`src/rtl/sr_seq_pkg.sv`:
```
package sr_seq_pkg;

  typedef enum logic [3:0] {
    ST_IDLE,
    ST_SR_CMD,
    ST_PIPE_WAIT,
    ST_RST_ASSERT,
    ST_INACT_WAIT,
    ST_LOW_POWER,
    ST_CLK_WAIT,
    ST_PLL_WAIT,
    ST_DRIVE_NOP,
    ST_RST_RELEASE,
    ST_ACT_WAIT,
    ST_EXIT_READY
  } sr_state_e;

  typedef struct packed {
    logic cke;
    logic cs_n;
    logic ras_n;
    logic cas_n;
    logic we_n;
    logic mod_rst_n;
    logic drive;
  } pin_set_t;

  localparam pin_set_t PINS_IDLE = '{cke: 1'b1, cs_n: 1'b1, ras_n: 1'b1, cas_n: 1'b1,
                                     we_n: 1'b1, mod_rst_n: 1'b1, drive: 1'b1};

endpackage

```
`src/rtl/sr_wait_tmr.sv`:
```
module sr_wait_tmr #(
  parameter int unsigned CNT_W = 8
) (
  input  logic             clk_i,
  input  logic             rst_ni,
  input  logic             load_i,
  input  logic [CNT_W-1:0] load_val_i,
  output logic             expired_o
);

  logic [CNT_W-1:0] cnt_q;

  always_ff @(posedge clk_i or negedge rst_ni) begin
    if (!rst_ni)             cnt_q <= '0;
    else if (load_i)         cnt_q <= load_val_i;
    else if (cnt_q != '0)    cnt_q <= cnt_q - 1'b1;
  end

  assign expired_o = (cnt_q == '0);


  load_then_count_chk: assert property (@(posedge clk_i) disable iff (!rst_ni)
    load_i |=> (expired_o == ($past(load_val_i) == '0)));

endmodule

```
`src/rtl/sr_fsm.sv`:
```
module sr_fsm
  import sr_seq_pkg::*;
#(
  parameter int unsigned PIPE_CYC  = 1,
  parameter int unsigned INACT_CYC = 4,
  parameter int unsigned PLL_CYC   = 10000,
  parameter int unsigned ACT_CYC   = 4,
  parameter int unsigned CNT_W     = 14
) (
  input  logic             clk_i,
  input  logic             rst_ni,
  input  logic             enter_req_i,
  input  logic             exit_req_i,
  input  logic             clk_stable_i,
  input  logic             tmr_expired_i,
  output logic             tmr_load_o,
  output logic [CNT_W-1:0] tmr_val_o,
  output sr_state_e        state_d_o,
  output logic             sr_done_o,
  output logic             exit_done_o
);

  localparam logic [CNT_W-1:0] PIPE_LD  = CNT_W'(PIPE_CYC - 1);
  localparam logic [CNT_W-1:0] INACT_LD = CNT_W'(INACT_CYC - 1);
  localparam logic [CNT_W-1:0] PLL_LD   = CNT_W'(PLL_CYC - 1);
  localparam logic [CNT_W-1:0] ACT_LD   = CNT_W'(ACT_CYC - 1);

  sr_state_e state_q, state_d;
  logic      sr_done_q, exit_done_q;

  always_comb begin
    state_d    = state_q;
    tmr_load_o = 1'b0;
    tmr_val_o  = '0;
    unique case (state_q)
      ST_IDLE:        if (enter_req_i) state_d = ST_SR_CMD;
      ST_SR_CMD: begin
        state_d    = ST_PIPE_WAIT;
        tmr_load_o = 1'b1;
        tmr_val_o  = PIPE_LD;
      end
      ST_PIPE_WAIT:   if (tmr_expired_i) state_d = ST_RST_ASSERT;
      ST_RST_ASSERT: begin
        state_d    = ST_INACT_WAIT;
        tmr_load_o = 1'b1;
        tmr_val_o  = INACT_LD;
      end
      ST_INACT_WAIT:  if (tmr_expired_i) state_d = ST_LOW_POWER;
      ST_LOW_POWER:   if (exit_req_i) state_d = ST_CLK_WAIT;
      ST_CLK_WAIT: begin
        if (clk_stable_i) begin
          state_d    = ST_PLL_WAIT;
          tmr_load_o = 1'b1;
          tmr_val_o  = PLL_LD;
        end
      end
      ST_PLL_WAIT: begin
        if (!clk_stable_i)      state_d = ST_CLK_WAIT;
        else if (tmr_expired_i) state_d = ST_DRIVE_NOP;
      end
      ST_DRIVE_NOP:   state_d = ST_RST_RELEASE;
      ST_RST_RELEASE: begin
        state_d    = ST_ACT_WAIT;
        tmr_load_o = 1'b1;
        tmr_val_o  = ACT_LD;
      end
      ST_ACT_WAIT:    if (tmr_expired_i) state_d = ST_EXIT_READY;
      ST_EXIT_READY:  state_d = ST_IDLE;
      default:        state_d = ST_IDLE;
    endcase
  end

  always_ff @(posedge clk_i or negedge rst_ni) begin
    if (!rst_ni) begin
      state_q     <= ST_IDLE;
      sr_done_q   <= 1'b0;
      exit_done_q <= 1'b0;
    end else begin
      state_q     <= state_d;
      sr_done_q   <= (state_d == ST_LOW_POWER) && (state_q != ST_LOW_POWER);
      exit_done_q <= (state_d == ST_EXIT_READY);
    end
  end

  assign state_d_o   = state_d;
  assign sr_done_o   = sr_done_q;
  assign exit_done_o = exit_done_q;


  enter_only_from_idle_chk: assert property (@(posedge clk_i) disable iff (!rst_ni)
    (state_q == ST_SR_CMD) |-> ($past(state_q) == ST_IDLE && $past(enter_req_i)));


  idle_hold_chk: assert property (@(posedge clk_i) disable iff (!rst_ni)
    (state_q == ST_IDLE && !enter_req_i) |=> (state_q == ST_IDLE));


  low_power_hold_chk: assert property (@(posedge clk_i) disable iff (!rst_ni)
    (state_q == ST_LOW_POWER && !exit_req_i) |=> (state_q == ST_LOW_POWER));


  pll_restart_chk: assert property (@(posedge clk_i) disable iff (!rst_ni)
    (state_q == ST_PLL_WAIT && !clk_stable_i) |=> (state_q == ST_CLK_WAIT));


  reset_after_pipe_chk: assert property (@(posedge clk_i) disable iff (!rst_ni)
    (state_q == ST_RST_ASSERT) |-> ($past(state_q) == ST_PIPE_WAIT));

endmodule

```
`src/rtl/sr_pin_dec.sv`:
```
module sr_pin_dec
  import sr_seq_pkg::*;
(
  input  sr_state_e state_i,
  output pin_set_t  pins_o
);

  always_comb begin
    pins_o = PINS_IDLE;
    unique case (state_i)
      ST_IDLE:        pins_o = PINS_IDLE;
      ST_SR_CMD:      pins_o = '{cke: 1'b0, cs_n: 1'b0, ras_n: 1'b0, cas_n: 1'b0,
                                 we_n: 1'b1, mod_rst_n: 1'b1, drive: 1'b1};
      ST_PIPE_WAIT:   pins_o = '{cke: 1'b0, cs_n: 1'b1, ras_n: 1'b1, cas_n: 1'b1,
                                 we_n: 1'b1, mod_rst_n: 1'b1, drive: 1'b1};
      ST_RST_ASSERT,
      ST_INACT_WAIT:  pins_o = '{cke: 1'b0, cs_n: 1'b1, ras_n: 1'b1, cas_n: 1'b1,
                                 we_n: 1'b1, mod_rst_n: 1'b0, drive: 1'b1};
      ST_LOW_POWER,
      ST_CLK_WAIT,
      ST_PLL_WAIT:    pins_o = '{cke: 1'b0, cs_n: 1'b0, ras_n: 1'b0, cas_n: 1'b0,
                                 we_n: 1'b0, mod_rst_n: 1'b0, drive: 1'b0};
      ST_DRIVE_NOP:   pins_o = '{cke: 1'b0, cs_n: 1'b0, ras_n: 1'b1, cas_n: 1'b1,
                                 we_n: 1'b1, mod_rst_n: 1'b0, drive: 1'b1};
      ST_RST_RELEASE,
      ST_ACT_WAIT,
      ST_EXIT_READY:  pins_o = '{cke: 1'b0, cs_n: 1'b0, ras_n: 1'b1, cas_n: 1'b1,
                                 we_n: 1'b1, mod_rst_n: 1'b1, drive: 1'b1};
      default:        pins_o = PINS_IDLE;
    endcase
  end

endmodule

```
`src/rtl/sr_seq.sv`:
```
module sr_seq
  import sr_seq_pkg::*;
#(
  parameter int unsigned CLK_MHZ   = 100,
  parameter int unsigned PLL_US    = 100,
  parameter int unsigned PIPE_CYC  = 1,
  parameter int unsigned INACT_CYC = 4,
  parameter int unsigned ACT_CYC   = 4
) (
  input  logic clk_i,
  input  logic rst_ni,
  input  logic enter_req_i,
  input  logic exit_req_i,
  input  logic clk_stable_i,
  output logic cke_o,
  output logic cs_n_o,
  output logic ras_n_o,
  output logic cas_n_o,
  output logic we_n_o,
  output logic mod_rst_n_o,
  output logic bus_drive_o,
  output logic sr_done_o,
  output logic exit_done_o
);

  localparam int unsigned PLL_CYC = CLK_MHZ * PLL_US;
  localparam int unsigned MAX_A   = (PIPE_CYC > INACT_CYC) ? PIPE_CYC : INACT_CYC;
  localparam int unsigned MAX_B   = (PLL_CYC > ACT_CYC) ? PLL_CYC : ACT_CYC;
  localparam int unsigned MAX_CYC = (MAX_A > MAX_B) ? MAX_A : MAX_B;
  localparam int unsigned CNT_W   = (MAX_CYC < 2) ? 1 : $clog2(MAX_CYC);

  logic             tmr_load, tmr_expired;
  logic [CNT_W-1:0] tmr_val;
  sr_state_e        state_d;
  pin_set_t         pins_d, pins_q;

  sr_wait_tmr #(.CNT_W(CNT_W)) u_tmr (
    .clk_i      (clk_i),
    .rst_ni     (rst_ni),
    .load_i     (tmr_load),
    .load_val_i (tmr_val),
    .expired_o  (tmr_expired)
  );

  sr_fsm #(
    .PIPE_CYC  (PIPE_CYC),
    .INACT_CYC (INACT_CYC),
    .PLL_CYC   (PLL_CYC),
    .ACT_CYC   (ACT_CYC),
    .CNT_W     (CNT_W)
  ) u_fsm (
    .clk_i         (clk_i),
    .rst_ni        (rst_ni),
    .enter_req_i   (enter_req_i),
    .exit_req_i    (exit_req_i),
    .clk_stable_i  (clk_stable_i),
    .tmr_expired_i (tmr_expired),
    .tmr_load_o    (tmr_load),
    .tmr_val_o     (tmr_val),
    .state_d_o     (state_d),
    .sr_done_o     (sr_done_o),
    .exit_done_o   (exit_done_o)
  );

  sr_pin_dec u_dec (
    .state_i (state_d),
    .pins_o  (pins_d)
  );

  // Registered pins: glitch-free at the module connector
  always_ff @(posedge clk_i or negedge rst_ni) begin
    if (!rst_ni) pins_q <= PINS_IDLE;
    else         pins_q <= pins_d;
  end

  assign cke_o       = pins_q.cke;
  assign cs_n_o      = pins_q.cs_n;
  assign ras_n_o     = pins_q.ras_n;
  assign cas_n_o     = pins_q.cas_n;
  assign we_n_o      = pins_q.we_n;
  assign mod_rst_n_o = pins_q.mod_rst_n;
  assign bus_drive_o = pins_q.drive;


  cke_clamped_chk: assert property (@(posedge clk_i) disable iff (!rst_ni)
    (!mod_rst_n_o || !bus_drive_o) |-> !cke_o);


  float_only_in_reset_chk: assert property (@(posedge clk_i) disable iff (!rst_ni)
    !bus_drive_o |-> !mod_rst_n_o);


  reset_after_cke_low_chk: assert property (@(posedge clk_i) disable iff (!rst_ni)
    $fell(mod_rst_n_o) |-> (!cke_o && $past(!cke_o) && bus_drive_o));


  release_with_nop_chk: assert property (@(posedge clk_i) disable iff (!rst_ni)
    $rose(mod_rst_n_o) |-> (!cke_o && !cs_n_o && ras_n_o && cas_n_o && we_n_o && bus_drive_o));


  release_from_nop_chk: assert property (@(posedge clk_i) disable iff (!rst_ni)
    $rose(mod_rst_n_o) |-> ($past(!cs_n_o) && $past(bus_drive_o)));


  done_pulse_chk: assert property (@(posedge clk_i) disable iff (!rst_ni)
    (sr_done_o || exit_done_o) |=> (!sr_done_o && !exit_done_o));

endmodule

```
`config.mk`:
```
export PLATFORM = sky130hd
export DESIGN_NAME = sr_seq
export DESIGN_NICKNAME = d
export VERILOG_FILES = /design/src/rtl/sr_seq_pkg.sv /design/src/rtl/sr_wait_tmr.sv /design/src/rtl/sr_fsm.sv /design/src/rtl/sr_pin_dec.sv /design/src/rtl/sr_seq.sv
export SDC_FILE = /design/constraint.sdc
export NUM_CORES = 1
export LEC_CHECK = 0
export BUFFER_PORTS_ARGS = -buffer_cell sky130_fd_sc_hd__buf_2
export CAP_MARGIN = 25
export CORE_MARGIN = 2
export CORE_UTILIZATION = 45
export DETAILED_ROUTE_END_ITERATION = 6
export PLACE_DENSITY = 0.62
export SYNTH_ARGS = -nofsm -noshare
export SYNTH_HDL_FRONTEND = slang
export SYNTH_SLANG_ARGS = --single-unit
```
`constraint.sdc`:
```
create_clock -name clk_i -period 2.75 [get_ports clk_i]
set_input_delay 0.55 -clock clk_i [delete_from_list [all_inputs] [get_ports clk_i]]
set_output_delay 0.55 -clock clk_i [all_outputs]
set_load 0.005 [all_outputs]
```
==> results of run 1 <==
## final timing paths
path                                             from                          to  slack [ns]  cells past startpoint
setup reg to reg           u_tmr.cnt_q[0]$_DFFE_PN0P_            cs_n_o$_DFF_PN1_        0.57                      7
min in group clk_i         u_tmr.cnt_q[1]$_DFFE_PN0P_  u_tmr.cnt_q[1]$_DFFE_PN0P_        0.61                      1
max in group asynchronous                      rst_ni            cs_n_o$_DFF_PN1_        2.19                      1
hold / removal                                 rst_ni  u_fsm.state_q[1]$_DFF_PN0_        0.20                      1
hold reg to reg            u_tmr.cnt_q[1]$_DFFE_PN0P_  u_tmr.cnt_q[1]$_DFFE_PN0P_        0.61                      1
setup / recovery           u_tmr.cnt_q[0]$_DFFE_PN0P_            cs_n_o$_DFF_PN1_        0.57                      7
## cell type report
type / instances / area [µm²]
fillers: 291 / 1510
multi-input cells: 106 / 679
flip-flops and latches: 25 / 632
repair buffers: 14 / 72.6
well taps: 33 / 41.3
clock buffers: 4 / 26.3
inverters: 5 / 18.8
## synthesized netlist by cell type (all sizes together), types with 3 or more instances
master | count | share of area
nor4 | 3 | 0.029
inv | 5 | 0.014
nor3 | 7 | 0.026
xnor2 | 10 | 0.064
nand2 | 11 | 0.030
dfstp | 5 | 0.096
a21oi | 5 | 0.021
nor2 | 19 | 0.052
nand3 | 4 | 0.015
buf | 3 | 0.019
nor2b | 3 | 0.014
dfrtp | 20 | 0.37
clkbuf | 3 | 0.0082
o21ai | 11 | 0.040
## power by group through the flow
stage | logic, W | registers [W] | clock network, W
final | 0.000473 | 0.000587 | 0.000162
after floorplan | 0.000394 | 0.000548 | 0
after detailed placement | 0.000467 | 0.000594 | 0
after CTS | 0.000473 | 0.000585 | 0.000167
after global placement | 0.000462 | 0.000587 | 0
after global routing | 0.000524 | 0.000604 | 0.000184
## cell families after synthesis
kind of cell    count (synthesis)
flops                          25
simple gates                   63
xor+xnor                       12
mux                             2
buf+inv                        11
compound gates                 28
fa+ha+maj                       1
## metrics by stage
step	power (W)	util	hold slack (ns)	setup WS (ns)
4_1_cts	0.00122	0.494	0.213	0.625
3_3_place_gp	0.00105	0.485	0.551	0.735
2_1_floorplan	0.000942	-	0.254	0.796
3_5_place_dp	0.00106	0.485	0.570	0.660
5_1_grt	0.00131	0.494	0.225	0.470
6_report	0.00122	0.494	0.196	0.568
## worst reg2reg max path, cell delays in order, from the launching register on
cell and delay (ns):
dfrtp_1 0.41, inv_1 0.09, ha_1 0.22, nor4b_2 0.32
and4_1 0.34, nor3b_1 0.10, a2111o_1 0.47, a21oi_2 0.17
## cell usage in the layout, fill, tap and decap left out, types with 2 or more instances in the layout
cell type and n:
xor2_1 2, and4_1 2, o21ai_1 4, nor3_1 7
o21ai_0 7, nand3_1 4, nor2_1 19, dfstp_2 5
buf_2 13, nand2_1 11, o21a_1 2, or4_1 2
nand4_1 2, mux2i_1 2, nor3b_1 2, dfrtp_1 20
inv_1 5, clkbuf_4 3, a21oi_1 4, xnor2_1 10
nor2b_1 3
## metal layers
layer,up-vias,global-route usage,share of wire
li1,524,-,-
met1,500,0.251,0.51
met2,26,0.252,0.44
met3,4,0.0306,0.036
met4,0,0.0812,0.016
met5,-,0,0
==> metrics, run 1 <==
status completed; fmax roughly 460 MHz; initial antenna violation count 0; fin crit period 2.18 ns; Buf+Inv Stages, Crit Path 1; clock root buffer clkbuf_4; Fin. Hold Viols 0; cells after synthesis ~140; Min-Delay Path Class in -> async; Syn Area/Cell 9.63 µm²; most flop-heavy register u_tmr.cnt_q; Synth-to-Final Area Change 7.50%; FFs w/ async S/R, synth 1.00; syn_nets between 100 and 150; Chip Width roughly 59 µm; Critical Path Source Type flop; Sw Pwr approximately 0.00047 W; Max Cap Violations 0; clk_lat worst skew approximately 0.31 ns; Synth Area in Simple Gates 0.256; Cell Count, Final, Fillers Out 187; Post-CTS Repair Setup Buffers 0; DR DRC count 0; Final Wtd Congestion ~0.84; RSZ-0062 raised after global routing false; DR vias 1054; crit path cell chain inv_1, ha_1, nor4b_2, and4_1, nor3b_1, a2111o_1, a21oi_2; die area ~3500 µm²; max reg flops 14; Site Rows 20; grt total ovfl 0; fin. max-slew vios 0; Core Box Area between 2000 and 3000 µm²; drt first-iter violations 35; share of layout cells above drive strength 1 0.182; ANT cells 0; CTS hold repair buffers 0; Crit Path Category reg -> reg; endpoints failing setup 0; Slowest Stage Delay on Critical Path ~0.47 ns; Layout Nets between 150 and 200; leak pwr ~0.63 nW; Sw Share 0.386; area share of fa/ha/maj cells after synthesis 0.00915; Primary FF master, synth dfrtp_1; Clock Sinks 25; final cycle utilization of the critical path 0.793; post-synth cell types 45; GRT Overall Usage 0.174; vias per inst 5.64; CTS tree done; I/O pin count 14; #FFs+latches synth 25; chip height 59.1 µm; mux cell area share after synthesis 0.0146; Fin Setup TNS 0 ns; DP HPWL a little over 2000 µm; cell area power density ~830 nW/µm²; number of port buffers 13; wire per inst around 14 µm; CTS clk-pin slew, worst paths roughly 0.13 ns; cell count after placement roughly 180; critical path endpoint category flop; largest family of logic cells by synthesized area simple AND/OR/NAND/NOR gates; clk_skew around 0.0036 ns; htree depth 1; yosys warns 0; compound-gate portion of the synthesized area 0.140; Worst EP required 3.01 ns; placed cell areas around 1400 µm²; Rel. slew slack 0.643; initial core utilization 0.459; Top Family by Delay on Critical Path simple AND/OR/NAND/NOR gates; Mapped Area roughly 1400 µm²; Post-Synth XOR/XNOR Area 0.0769; slowest cell on the critical path a2111o_1; Post-synth EDFFs 0; Pint roughly 0.00075 W; CP Data Arrival Time ~2.4 ns; worst IR drop on VDD ~0.00044 V; Clk network pwr share 0.132; Top Registers u_tmr.cnt_q: 14 flops, u_fsm.state_q: 4 flops; Gate power share 0.387; DRT Pass-1 Iters 4; first-pass GRT wire length ~4600 µm; largest net degree at the start of global routing 26; sequential share of power 0.481; Post-DRT Antenna Nets 0; CTS-repair resized insts 0; Crit Path Max Fanout 4; post-synthesis sequential area ratio 0.462; Slew @ Worst Pin 0.536 ns; Final Instance Area approximately 1500 µm²; Routed WL 2710 µm; cts bufs inserted 3; CTS Buffer Depth 2; number of global-route vias before repair approximately 1000
Power figures use the tool's default switching activity.
==> run 2, diff against run 1 <==
--- a/config.mk
+++ b/config.mk
@@ -10,7 +10,7 @@
 export CORE_MARGIN = 2
 export CORE_UTILIZATION = 45
 export DETAILED_ROUTE_END_ITERATION = 6
-export PLACE_DENSITY = 0.62
+export PLACE_DENSITY = 0.64
 export SYNTH_ARGS = -nofsm -noshare
 export SYNTH_HDL_FRONTEND = slang
 export SYNTH_SLANG_ARGS = --single-unit
==> constraint.sdc (replaced) <==
create_clock -name clk_i -period 1.9 [get_ports clk_i]
set_input_delay 0.38 -clock clk_i [delete_from_list [all_inputs] [get_ports clk_i]]
set_output_delay 0.38 -clock clk_i [all_outputs]
set_load 0.005 [all_outputs]
==> metrics, run 2 (synthesized netlist as in run 1, its figures left out) <==
status completed (unchanged); Worst EP required 2.15 ns (was 3.01 ns); initial antenna violation count 0 (unchanged); Rel. slew slack 0.634 (was 0.643); htree depth 1 (unchanged); critical path endpoint category flop (unchanged); Top Registers u_tmr.cnt_q: 14 flops, u_fsm.state_q: 4 flops (unchanged); DRT Pass-1 Iters 5 (was 4); Final Util 0.547 (was 0.494); max reg flops 14 (unchanged); ANT cells 0 (unchanged); Multi-input gate area 711 µm² (was 679 µm²); DP HPWL 2140 µm (was 2050 µm); grt total ovfl 0 (unchanged); final cycle utilization of the critical path 0.956 (was 0.793); Crit Path Max Fanout 5 (was 4); Max Cap Violations 0 (unchanged); number of port buffers 13 (unchanged); cell area power density 1200 nW/µm² (was 831 nW/µm²); CP Data Arrival Time 2.06 ns (was 2.44 ns); chip height 59.1 µm (unchanged); Synth-to-Final Area Change 19.1% (was 7.50%); largest net degree at the start of global routing 26 (unchanged); share of layout cells above drive strength 1 0.298 (was 0.182); crit path cell chain or4_1, a2111oi_0, nor2_1, o21ai_1 (was inv_1, ha_1, nor4b_2, and4_1, nor3b_1, a2111o_1, a21oi_2); first-pass GRT wire length 4690 µm (was 4570 µm); CTS tree done (unchanged); wire per inst 14.4 µm (was 14.5 µm); commonest non-fill, non-tap cell in the layout dfrtp_1 (unchanged); commonest cells after routing, fill and taps aside dfrtp_1 (20), nor2_1 (18), buf_4 (18) (was dfrtp_1 (20), nor2_1 (19), buf_2 (13)); Slew @ Worst Pin 0.550 ns (was 0.536 ns); Slowest Stage Delay on Critical Path 0.64 ns (was 0.47 ns); Fin. Hold Viols 0 (unchanged); endpoints failing setup 0 (unchanged); Final Wtd Congestion 0.885 (was 0.839); worst IR drop on VDD 0.000589 V (was 0.000439 V); Clock Sinks 25 (unchanged); fin crit period 1.82 ns (was 2.18 ns); GRT Overall Usage 0.180 (was 0.174); CTS Buffer Depth 2 (unchanged); fmax 551 MHz (was 458 MHz); cts bufs inserted 3 (unchanged); Critical Path Source Type flop (unchanged); most flop-heavy register u_tmr.cnt_q (unchanged); vias per inst 5.67 (was 5.64); die area 3500 µm² (unchanged); number of global-route vias before repair 1043 (was 1010); DR vias 1156 (was 1054); Routed WL 2930 µm (was 2710 µm); Crit Path Category reg -> reg (unchanged); Chip Width 59.1 µm (unchanged); Post-DRT Antenna Nets 0 (unchanged); Layout Nets 178 (was 161); clock root buffer clkbuf_4 (unchanged); Min-Delay Path Class in -> async (unchanged); fillers 267 (was 291); Site Rows 20 (unchanged); clk_lat worst skew 0.32 ns (was 0.31 ns); fin. max-slew vios 0 (unchanged); CTS clk-pin slew, worst paths 0.14 ns (was 0.13 ns); drt first-iter violations 56 (was 35); register area 632 µm² (unchanged); Core Box Area 2980 µm² (unchanged); initial core utilization 0.459 (unchanged); clk_skew 0.00966 ns (was 0.00355 ns); leak pwr 0.723 nW (was 0.631 nW); DR DRC count 0 (unchanged); I/O pin count 14 (unchanged); slowest cell on the critical path or4_1 (was a2111o_1); Tot Pwr 0.00196 W (was 0.00122 W)
==> run 2: through the flow <==
| step | setup TNS (ns) | hold slack (ns) | cell area, µm² | setup slack, ns | std cells |
|---|---|---|---|---|---|
| after floorplan | 0 | 0.0844 | 1380 | 0.0140 | 142 |
| after global placement | 0 | 0.396 | 1550 | 0.0802 | 196 |
| after detailed placement | 0 | 0.405 | 1550 | 0.00680 | 196 |
| after CTS | 0 | 0.0500 | 1580 | 0.000319 | 200 |
| after global routing | -0.149 | 0.0504 | 1630 | -0.133 | 204 |
| final | 0 | 0.0238 | 1630 | 0.0837 | 204 |
==> run 2: where the power goes <==
part | internal, W | switching [W]
Combinational | 0.000451 | 0.000422
Clock | 0.0000821 | 0.000156
Sequential | 0.000685 | 0.000165
Total | 0.00122 | 0.000742
==> run 2: critical path, delay by kind of cell, from the launching register on <==
kind,cells,cell delay [ns]
and+or+nand+nor,2,0.73
AOI/OAI and AO/OA,2,0.58
DFF,1,0.44
==> run 2: worst paths after layout <==
kind	cells past startpoint	slack, ns	from	endpoint
setup / recovery	4	0.08	u_tmr.cnt_q[6]$_DFFE_PN0P_	u_tmr.cnt_q[8]$_DFFE_PN0P_
hold / removal	1	0.02	rst_ni	u_fsm.state_q[2]$_DFF_PN0_
setup reg to reg	4	0.08	u_tmr.cnt_q[6]$_DFFE_PN0P_	u_tmr.cnt_q[8]$_DFFE_PN0P_
hold reg to reg	2	0.61	u_tmr.cnt_q[7]$_DFFE_PN0P_	u_tmr.cnt_q[7]$_DFFE_PN0P_
max in group asynchronous	1	1.51	rst_ni	u_tmr.cnt_q[8]$_DFFE_PN0P_
min in group clk_i	4	0.54	clk_stable_i	u_tmr.cnt_q[8]$_DFFE_PN0P_
==> run 2: layer usage <==
metal / wire (µm) / track usage / up-vias
li1: - / - / 559
met1: 1350 / 0.243 / 556
met2: 1390 / 0.292 / 35
met3: 140 / 0.0262 / 6
met4: 49 / 0.0682 / 0
met5: 0 / 0 / -
==> run 2: what timing repair did <==
item / 4_1_cts / 5_1_grt
pin swaps: 0 / 5
hold buffers: 0 / 0
buffers inserted: 0 / 4
endpoints found under the setup margin: 2 / 18
gates resized for setup: 2 / 5
==> run 2: area by class of cell <==
type | instances | area share
well taps | 33 | 0.0253
clock buffers | 4 | 0.0161
multi-input cells | 106 | 0.436
inverters | 5 | 0.0115
flip-flops and latches | 25 | 0.388
repair buffers | 31 | 0.123
